$ cat src/rtl/rmf_pkg.sv
package rmf_pkg;
  localparam int unsigned SZ_W  = 8;
  localparam int unsigned MAX_R = 32;

  function automatic int unsigned part_size(input logic [MAX_R*SZ_W-1:0] sizes,
                                            input int unsigned idx);
    return int'(sizes[idx*SZ_W +: SZ_W]);
  endfunction

  // first address of a region: sum of all sizes of lower routes
  function automatic int unsigned part_base(input logic [MAX_R*SZ_W-1:0] sizes,
                                            input int unsigned idx);
    int unsigned acc;
    acc = 0;
    for (int unsigned j = 0; j < idx; j++) acc += part_size(sizes, j);
    return acc;
  endfunction
endpackage

$ cat src/rtl/rmf_part_ctrl.sv
module rmf_part_ctrl #(
  parameter int unsigned BASE = 0,
  parameter int unsigned SIZE = 2,
  parameter int unsigned AW   = 4,
  parameter int unsigned CW   = 8
) (
  input  logic          clk,
  input  logic          rst_n,
  input  logic          push_req,
  input  logic          pop_req,
  output logic          push_ok,
  output logic          pop_ok,
  output logic [AW-1:0] wptr,
  output logic [AW-1:0] rptr,
  output logic          full,
  output logic          empty,
  output logic          evt_space,
  output logic          evt_data
);
  localparam logic [AW-1:0] FIRST = AW'(BASE);
  localparam logic [AW-1:0] LAST  = AW'(BASE + SIZE - 1);
  localparam logic [CW-1:0] CAP   = CW'(SIZE);

  logic [CW-1:0] cnt_q, cnt_d;
  logic [AW-1:0] wp_q, wp_d, rp_q, rp_d;
  logic          upd_en;

  assign full    = (cnt_q == CAP);
  assign empty   = (cnt_q == '0);
  assign push_ok = push_req & ~full;
  assign pop_ok  = pop_req & ~empty;
  assign upd_en  = push_ok | pop_ok;
  assign evt_data  = empty & push_ok;
  assign evt_space = full & pop_ok;
  assign wptr = wp_q;
  assign rptr = rp_q;

  always_comb begin
    wp_d  = wp_q;
    rp_d  = rp_q;
    cnt_d = cnt_q;
    if (push_ok) wp_d = (wp_q == LAST) ? FIRST : wp_q + AW'(1);
    if (pop_ok)  rp_d = (rp_q == LAST) ? FIRST : rp_q + AW'(1);
    case ({push_ok, pop_ok})
      2'b10:   cnt_d = cnt_q + CW'(1);
      2'b01:   cnt_d = cnt_q - CW'(1);
      default: cnt_d = cnt_q;
    endcase
  end

  always_ff @(posedge clk or negedge rst_n) begin
    if (!rst_n) begin
      cnt_q <= '0;
      wp_q  <= FIRST;
      rp_q  <= FIRST;
    end else if (upd_en) begin
      cnt_q <= cnt_d;
      wp_q  <= wp_d;
      rp_q  <= rp_d;
    end
  end
endmodule

$ cat src/rtl/rmf_notify.sv
module rmf_notify #(
  parameter int unsigned      NR       = 4,
  parameter logic [NR-1:0]    IRQ_MODE = '0
) (
  input  logic          clk,
  input  logic          rst_n,
  input  logic [NR-1:0] evt_space,
  input  logic [NR-1:0] evt_data,
  input  logic [NR-1:0] clr,
  output logic [NR-1:0] space_note,
  output logic [NR-1:0] data_note
);
  logic [NR-1:0] sp_q, sp_d, dt_q, dt_d;

  for (genvar i = 0; i < NR; i++) begin : g_mode
    if (IRQ_MODE[i]) begin : g_pulse
      always_comb begin
        sp_d[i] = evt_space[i];
        dt_d[i] = evt_data[i];
      end
    end else begin : g_poll
      always_comb begin
        sp_d[i] = (sp_q[i] & ~clr[i]) | evt_space[i];
        dt_d[i] = (dt_q[i] & ~clr[i]) | evt_data[i];
      end
    end
  end

  always_ff @(posedge clk or negedge rst_n) begin
    if (!rst_n) begin
      sp_q <= '0;
      dt_q <= '0;
    end else begin
      sp_q <= sp_d;
      dt_q <= dt_d;
    end
  end

  assign space_note = sp_q;
  assign data_note  = dt_q;
endmodule

$ cat src/rtl/rmf_store.sv
module rmf_store #(
  parameter int unsigned DW    = 16,
  parameter int unsigned DEPTH = 12,
  parameter int unsigned AW    = 4
) (
  input  logic          clk,
  input  logic          we,
  input  logic [AW-1:0] waddr,
  input  logic [DW-1:0] wdata,
  input  logic          re,
  input  logic [AW-1:0] raddr,
  output logic [DW-1:0] rdata
);
  logic [DW-1:0] mem [DEPTH];

  always_ff @(posedge clk) begin
    if (we) mem[waddr] <= wdata;
  end

  // output I/O register, loaded only on an accepted read
  always_ff @(posedge clk) begin
    if (re) rdata <= mem[raddr];
  end
endmodule

$ cat src/rtl/route_msg_fifo.sv
module route_msg_fifo #(
  parameter int unsigned        NR         = 4,
  parameter int unsigned        DW         = 16,
  parameter logic [NR*8-1:0]    PART_SIZES = {8'd3, 8'd4, 8'd3, 8'd2},
  parameter logic [NR-1:0]      IRQ_MODE   = 4'b0101,
  parameter int unsigned        RW         = (NR > 1) ? $clog2(NR) : 1
) (
  input  logic          clk,
  input  logic          rst_n,
  input  logic          wr_valid,
  input  logic [RW-1:0] wr_route,
  input  logic [DW-1:0] wr_data,
  input  logic          rd_req,
  input  logic [RW-1:0] rd_route,
  input  logic [NR-1:0] clr_mask,
  output logic          rd_valid,
  output logic [DW-1:0] rd_data,
  output logic [NR-1:0] full,
  output logic [NR-1:0] empty,
  output logic [NR-1:0] ovf,
  output logic [NR-1:0] udf,
  output logic [NR-1:0] space_note,
  output logic [NR-1:0] data_note
);
  localparam logic [rmf_pkg::MAX_R*8-1:0] SZ_ALL = (rmf_pkg::MAX_R*8)'(PART_SIZES);
  localparam int unsigned DEPTH = rmf_pkg::part_base(SZ_ALL, NR);
  localparam int unsigned AW    = (DEPTH > 1) ? $clog2(DEPTH) : 1;
  localparam int unsigned CW    = rmf_pkg::SZ_W;

  // input I/O register
  logic          stg_v;
  logic [RW-1:0] stg_route;
  logic [DW-1:0] stg_data;

  logic [NR-1:0] push_req, pop_req, push_ok, pop_ok, evt_space, evt_data;
  logic [AW-1:0] wptr_a [NR];
  logic [AW-1:0] rptr_a [NR];
  logic [NR-1:0] ovf_q, ovf_d, udf_q, udf_d;
  logic          rv_q;

  always_ff @(posedge clk or negedge rst_n) begin
    if (!rst_n) begin
      stg_v     <= 1'b0;
      stg_route <= '0;
      stg_data  <= '0;
    end else begin
      stg_v <= wr_valid;
      if (wr_valid) begin
        stg_route <= wr_route;
        stg_data  <= wr_data;
      end
    end
  end

  for (genvar i = 0; i < NR; i++) begin : g_route
    localparam int unsigned BASE_I = rmf_pkg::part_base(SZ_ALL, i);
    localparam int unsigned SIZE_I = rmf_pkg::part_size(SZ_ALL, i);
    assign push_req[i] = stg_v  & (stg_route == RW'(i));
    assign pop_req[i]  = rd_req & (rd_route  == RW'(i));
    rmf_part_ctrl #(.BASE(BASE_I), .SIZE(SIZE_I), .AW(AW), .CW(CW)) u_ctrl (
      .clk(clk), .rst_n(rst_n),
      .push_req(push_req[i]), .pop_req(pop_req[i]),
      .push_ok(push_ok[i]), .pop_ok(pop_ok[i]),
      .wptr(wptr_a[i]), .rptr(rptr_a[i]),
      .full(full[i]), .empty(empty[i]),
      .evt_space(evt_space[i]), .evt_data(evt_data[i])
    );
  end

  rmf_store #(.DW(DW), .DEPTH(DEPTH), .AW(AW)) u_store (
    .clk(clk),
    .we(|push_ok), .waddr(wptr_a[stg_route]), .wdata(stg_data),
    .re(|pop_ok),  .raddr(rptr_a[rd_route]),  .rdata(rd_data)
  );

  rmf_notify #(.NR(NR), .IRQ_MODE(IRQ_MODE)) u_note (
    .clk(clk), .rst_n(rst_n),
    .evt_space(evt_space), .evt_data(evt_data), .clr(clr_mask),
    .space_note(space_note), .data_note(data_note)
  );

  always_comb begin
    ovf_d = (ovf_q & ~clr_mask) | (push_req & ~push_ok);
    udf_d = (udf_q & ~clr_mask) | (pop_req & ~pop_ok);
  end

  always_ff @(posedge clk or negedge rst_n) begin
    if (!rst_n) begin
      ovf_q <= '0;
      udf_q <= '0;
      rv_q  <= 1'b0;
    end else begin
      ovf_q <= ovf_d;
      udf_q <= udf_d;
      rv_q  <= |pop_ok;
    end
  end

  assign ovf      = ovf_q;
  assign udf      = udf_q;
  assign rd_valid = rv_q;
endmodule

$ cat config.mk
export PLATFORM = sky130hd
export DESIGN_NAME = route_msg_fifo
export DESIGN_NICKNAME = d
export VERILOG_FILES = /design/src/rtl/rmf_pkg.sv /design/src/rtl/rmf_part_ctrl.sv /design/src/rtl/rmf_notify.sv /design/src/rtl/rmf_store.sv /design/src/rtl/route_msg_fifo.sv
export SDC_FILE = /design/constraint.sdc
export NUM_CORES = 1
export LEC_CHECK = 0
export ABC_AREA = 1
export CAP_MARGIN = 20
export CORE_MARGIN = 3
export CORE_UTILIZATION = 48
export DETAILED_ROUTE_END_ITERATION = 10
export PLACE_DENSITY = 0.7
export SYNTH_ARGS = -nofsm -noshare
export SYNTH_HDL_FRONTEND = slang
export SYNTH_SLANG_ARGS = --single-unit
export TNS_END_PERCENT = 5
$ cat constraint.sdc
create_clock -name clk -period 6.2 [get_ports clk]
set_input_delay 1.24 -clock clk [delete_from_list [all_inputs] [get_ports clk]]
set_output_delay 1.24 -clock clk [all_outputs]
set_load 0.01 [all_outputs]
# After elaboration in Yosys (flattened, before gate mapping)
# Memories as Yosys holds them, arrays and structs flattened. A register that Yosys moved wholly into a read port is not among the register bits.
# Cells that the tools add are included.
[op_classes] addsub=16 order_cmp=2 n_eq_ne=26 n_mux=20 n_bitwise=57 reduce_logical=24
[op_table] cell="$pmux W8 S2" n=4
[op_table] cell="$mux W4" n=12
[op_table] cell="$add A4 B1 Y4 const B" n=8
[op_table] cell="$add A8 B1 Y8 const B" n=4
[op_table] cell="$logic_not A8 Y1" n=4
[op_table] cell="$sub A8 B1 Y8 const B" n=4
[op_table] cell="$and A1 B1 Y1" n=28
[op_table] cell="$eq A8 B2 Y1 const B" n=3
[op_table] cell="$reduce_and A2 Y1" n=12
[op_table] cell="$and A4 B4 Y4" n=4
[op_table] cell="$bmux W4 S2" n=2
[op_table] cell="$eq A2 B2 Y1 const B" n=8
[op_table] cell="$eq A4 B4 Y1 const B" n=4
[op_table] cell="$eq A2 B1 Y1 const B" n=6
[op_table] cell="$not A4 Y4" n=3
[op_table] cell="$not A1 Y1" n=10
[op_table] cell="$eq A4 B1 Y1 const B" n=2
[op_table] cell="$eq A4 B3 Y1 const B" n=2
[op_table] cell="$eq A8 B3 Y1 const B" n=1
[op_table] cell="$or A1 B1 Y1" n=8
[op_table] cell="$or A4 B4 Y4" n=2
[op_table] cell="$reduce_bool A2 Y1" n=4
[op_table] cell="$reduce_or A4 Y1" n=2
[op_table] cell="$ge A3 B3 Y1 const B" n=2
[op_table] cell="3 further kinds" n=6
[word_totals] ff_bits=100 ramBits=192 input_bits=28 out_inout_bits=41 elab_cells=166 n_memories=1
[mem_list] name="u_store.mem" depth=12 word_bits=16 read_ports=1 rd_ports_with_merged_regs=1 write_ports=1 line_no="rmf_store.sv:14" text="logic [DW-1:0] mem [DEPTH];"

# Longest topological paths before layout
[logic_depth] ltp_word=6 ltp_mapped=21 ltp_nobuf=19

# Modules after synthesis
# From an unflattened synthesis, not the netlist that was laid out.
[hier_totals] cells_unflattened=1620 area_unflattened_um2=15173.3
[by_module_without_submodules] module="rmf_store" instances=1 cells_per_inst=752 area_each_um2=8531.9 seq_area_each_um2=6246.0
[by_module_without_submodules] module="route_msg_fifo" instances=1 cells_per_inst=214 area_each_um2=1511.4 seq_area_each_um2=700.7
[by_module_without_submodules] module="rmf_part_ctrl at g_route[2].u_ctrl" instances=1 cells_per_inst=164 area_each_um2=1272.5 seq_area_each_um2=405.4
[by_module_without_submodules] module="rmf_part_ctrl at g_route[1].u_ctrl" instances=1 cells_per_inst=162 area_each_um2=1251.2 seq_area_each_um2=402.9
[by_module_without_submodules] module="rmf_part_ctrl at g_route[3].u_ctrl" instances=1 cells_per_inst=158 area_each_um2=1193.6 seq_area_each_um2=405.4
[by_module_without_submodules] module="rmf_part_ctrl at g_route[0].u_ctrl" instances=1 cells_per_inst=148 area_each_um2=1159.9 seq_area_each_um2=400.4
[by_module_without_submodules] module="rmf_notify" instances=1 cells_per_inst=22 area_each_um2=252.7 seq_area_each_um2=200.2

# Worst setup path after synthesis
# OpenSTA, ideal clock, no wires.
[synth_path] kind="input-to-reg" startpoint="input rd_route[0]" endpoint="register g_route[2].u_ctrl.cnt_q[6]" setup_time_ns=0.118 t_arrival_ns=3.270 required_time_ns=6.082 path_slack_ns=2.813 path_stages=21 path_buffers=2 cell_sequence="buf_4 inv_2 nand2_1 nor2_1 inv_1 nor2_2 ha_1 buf_2 inv_1 nand2_1 nand2_1 inv_1 ha_1 o21bai_1 nand3_1 nand2_1 nand2_1 nand2_1 nand2_1 nand3_1 nand2_1"
[synth_between] elab_chain_cells=6 word_cells_on_any_way=9 classes_between="3 x eq/ne; 1 x mux; 3 x bitwise; 2 x reduce/logical"
[synth_lines] element="start, declared" line_no="route_msg_fifo.sv:14" text="input logic [RW-1:0] rd_route,"
[synth_lines] element="$eq A2 B2 Y1 *" line_no="route_msg_fifo.sv:59" text="assign pop_req[i] = rd_req & (rd_route == RW'(i));"
[synth_lines] element="$and A1 B1 Y1 *" line_no="route_msg_fifo.sv:59"
[synth_lines] element="$and A1 B1 Y1 *" line_no="rmf_part_ctrl.sv:31" text="assign pop_ok = pop_req & ~empty;"
[synth_lines] element="$eq A2 B2 Y1 or $eq A2 B1 Y1 (tied branches)" line_no="rmf_part_ctrl.sv:44" text="case ({push_ok, pop_ok})"
[synth_lines] element="$reduce_bool A2 Y1 (no source line)"
[synth_lines] element="$reduce_and A2 Y1 (no source line)"
[synth_lines] element="end signal, assigned" line_no="rmf_part_ctrl.sv:57" text="cnt_q <= cnt_d;"
[synth_lines] element="end, declared" line_no="rmf_part_ctrl.sv:24" text="logic [CW-1:0] cnt_q, cnt_d;"
# Mark *: on every way between the ends. The rest lies on a longest branch, timed or not.
# A chain may end at the register's enable or synchronous reset.

# Worst setup path after layout
# Same ends and word-level chain as after synthesis.

==> flow_summary.yaml <==
synthesis:
  synth_flop_cell: "edfxtp_1"
  postSynthCellCount: 1554
  synthXorXnorAreaFrac: 0.02462
  yosysWarnings: 0
  synth.most_common_cell: "nand2_1"
  ys_seq_area_frac: 0.5864
  synth.distinct_cells: 39
  yosys-top-cells-area: "edfxtp_1 42%, dfrtp_1 15%, nand2_1 9.2%"
  yosys.area.top_type: "edfxtp_1"
  synthMuxAreaShare: 0.01206
  yosys.area_share.simple: 0.2144
  synth_edf_count: 208
  syn_nets: 1609
  synth_area_sq_um: 14940
  synth_top_cell_area_share: 0.4181
  async_flop_share: 0.3247
  synth_area_per_cell_sq_um: 9.613
  yosys.area_share.adder: 0.02261
  ys_top_cells_by_count: "368 x nand2_1, 244 x inv_1, 208 x edfxtp_1"
  ys_ff_latch: 308
  synth-compound-area-share: 0.05142
  synth_top_family_by_area: "simple AND/OR/NAND/NOR gates"
flow_run:
  drv_cap: 0
clock_network:
  clk_pin_slew_ns: 0.07
  hold_buffers: 0
  worstSkewPairLatency_ns: 0.50
  cts_tree: "yes"
  clk_path_buf_depth: 3
  clkSinkCount: 308
  htree_levels: 2
  cts_buffers: 34
  postCtsSetupRepairBufs: 0
  post_cts_resized: 0
  cts_root_buf: "clkbuf_16"
detailed_routing:
  vias: 10700
  routedWlPerCell_um: 16.21
  viasPerCell: 5.263
  final_antenna_net_count: 0
  drcViolationCount: 0
  routed_wl_um: 32940
  initialDrtViolationCount: 869
  dr.pass1.iters: 6
worst_setup_path:
  arrival_ns: 4.31
  end_kind: "register"
  required_ns: 6.60
  worst-path-max-fanout: 10
  startpoint_type: "input pin"
  path_class: "in2reg"
global_route:
  grt_pass1_wl_um: 53760
  grt.overflow.total: 0
  grt_pass1_vias: 10580
  grt_use_total: 0.1993
  grt_start_max_net_pins: 65
  antenna_found_initial: 0
finish:
  insertedDiodeCount: 0
  layout-drive-gt1-share: 0.07065
  fin_util: 0.5626
  final_cell_area_sq_um: 16990
  syn_to_final_growth_pct: 13.69
  nNetsFinal: 1672
timing:
  finalCritPeriodShare: 0.6306
  hold_ws_ns: 0.4987
  tightest_slew_ns: 0.8892
  rsz0062_at_grt: "no"
  period_minus_slack_ns: 3.910
  setup_viol: 0
  drv_slew: 0
  clock_skew_ns: 0.01182
  fmax_mhz: 255.8
  setup_tns_ns: 0
  max-slew-margin-rel: 0.4058
  hold_viol: 0
die:
  die_area_sq_um: 33280
  io_pins: 69
  die_w_um: 182.4
  core-area_sq_um: 30190
  fp-row-count: 63
  start_util: 0.4948
  die_h_um: 182.4
place:
  place_area_sq_um: 15910
  io_buffer_count: 68
  gp_congestion: 0.8691
  dpl.hpwl_um: 21050
run_status:
  status: "finished, final reports clean"
power:
  p_leak_nw: 7.305
  power-per-cell-area_nw_per_um2: 400.6
  total_power_w: 0.006805
  max-vdd-ir-drop_mv: 0.2494
hold_path:
  hold_class: "reg2reg"
-- layout make-up --
type / instances / area (sq um)
Clock inverter: 16 / 132.6
Tap cell: 390 / 488.0
Timing Repair Buffer: 91 / 862.1
Clock buffer: 45 / 933.4
Fill cell: 2594 / 13210
Multi-Input combinational cell: 934 / 4877
Inverter: 248 / 930.9
Sequential cell: 308 / 8761
-- cells by family (layout without fill, tap and decap cells) --
group / Yosys count / in the layout
and+or+nand+nor: 723 / 723
buffers and inverters: 312 / 400
AOI/OAI and AO/OA: 126 / 126
DFF: 308 / 308
adders and majority gates: 27 / 27
xor gates and xnor gates: 42 / 42
muxes: 16 / 16
-- final timing paths --
path	startpoint	end	slack, ns	depth (start not counted)
worst max-delay path	rd_route[0]	g_route[2].u_ctrl.cnt_q[6]	2.29	20
worst min-delay path	g_route[3].u_ctrl.rptr[0]	g_route[3].u_ctrl.rptr[0]	0.50	2
worst max register to register	g_route[1].u_ctrl.cnt_q[5]	g_route[1].u_ctrl.cnt_q[4]	3.30	16
worst min register to register	g_route[3].u_ctrl.rptr[0]	g_route[3].u_ctrl.rptr[0]	0.50	2
max in group asynchronous	rst_n	stg_data[5]	4.29	2
min in group asynchronous	rst_n	g_route[3].u_ctrl.cnt_q[4]	0.72	1
-- critical path, cell delays in order --
cell and delay, ns:
clkdlybuf4s50_1 0.54, inv_2 0.16, nand2_1 0.11, nor2_1 0.24, inv_1 0.13, nor2_2 0.31
ha_1 0.42, inv_1 0.15, nand2_1 0.09, nand2_1 0.07, inv_1 0.06, ha_1 0.13
o21bai_1 0.14, nand3_1 0.10, nand2_1 0.12, nand2_1 0.07, nand2_1 0.06, nand2_1 0.05
nand3_1 0.07, nand2_1 0.05
-- registers in the layout (all words and copies together), names as in the netlist --
name                  cells
g_route.u_ctrl.cnt_q     32
udf                       4
u_note.space_note         4
ovf                       4
u_store.mem             192
stg_data                 16
stg_route                 2
u_note.data_note          4
rd_valid                  1
g_route.u_ctrl.rptr      16
g_route.u_ctrl.wptr      16
u_store.rdata            16
stg_v                     1
-- layer usage --
layer | vias to the layer above | wire length, um | GRT usage
li1 | 5233 | - | -
met1 | 5115 | 14240 | 0.2669
met2 | 277 | 15720 | 0.3299
met3 | 70 | 1821 | 0.03129
met4 | 0 | 1163 | 0.07465
met5 | - | 0 | 0
-- stage by stage --
stage | instances | setup WS, ns
after floorplan | 1554 | 2.813
after CTS | 2031 | 2.321
after global placement | 1969 | 1.939
after global routing | 2032 | 1.987
after detailed placement | 1970 | 1.789
final | 2032 | 2.290
-- power breakdown --
part           switching (W)  leakage [nW]  internal, W
combinational        0.00125          3.65     0.000711
clock               0.000802         0.527      0.00115
sequential          0.000292          3.13      0.00261
total                0.00234          7.30      0.00446
-- placed cells by master, fill, tap and decap left out, types with 22 or more instances in the layout --
cell	instances
buf_4	22
clkbuf_16	35
clkdlybuf4s50_1	67
dfrtp_1	90
edfxtp_1	208
ha_1	27
inv_1	244
nand2_1	365
nand3_1	189
nand3b_1	48
nor2_1	86
o211ai_1	33
o21ai_0	52
xor2_1	29
Note: power is estimated with default switching activity, not from simulation.
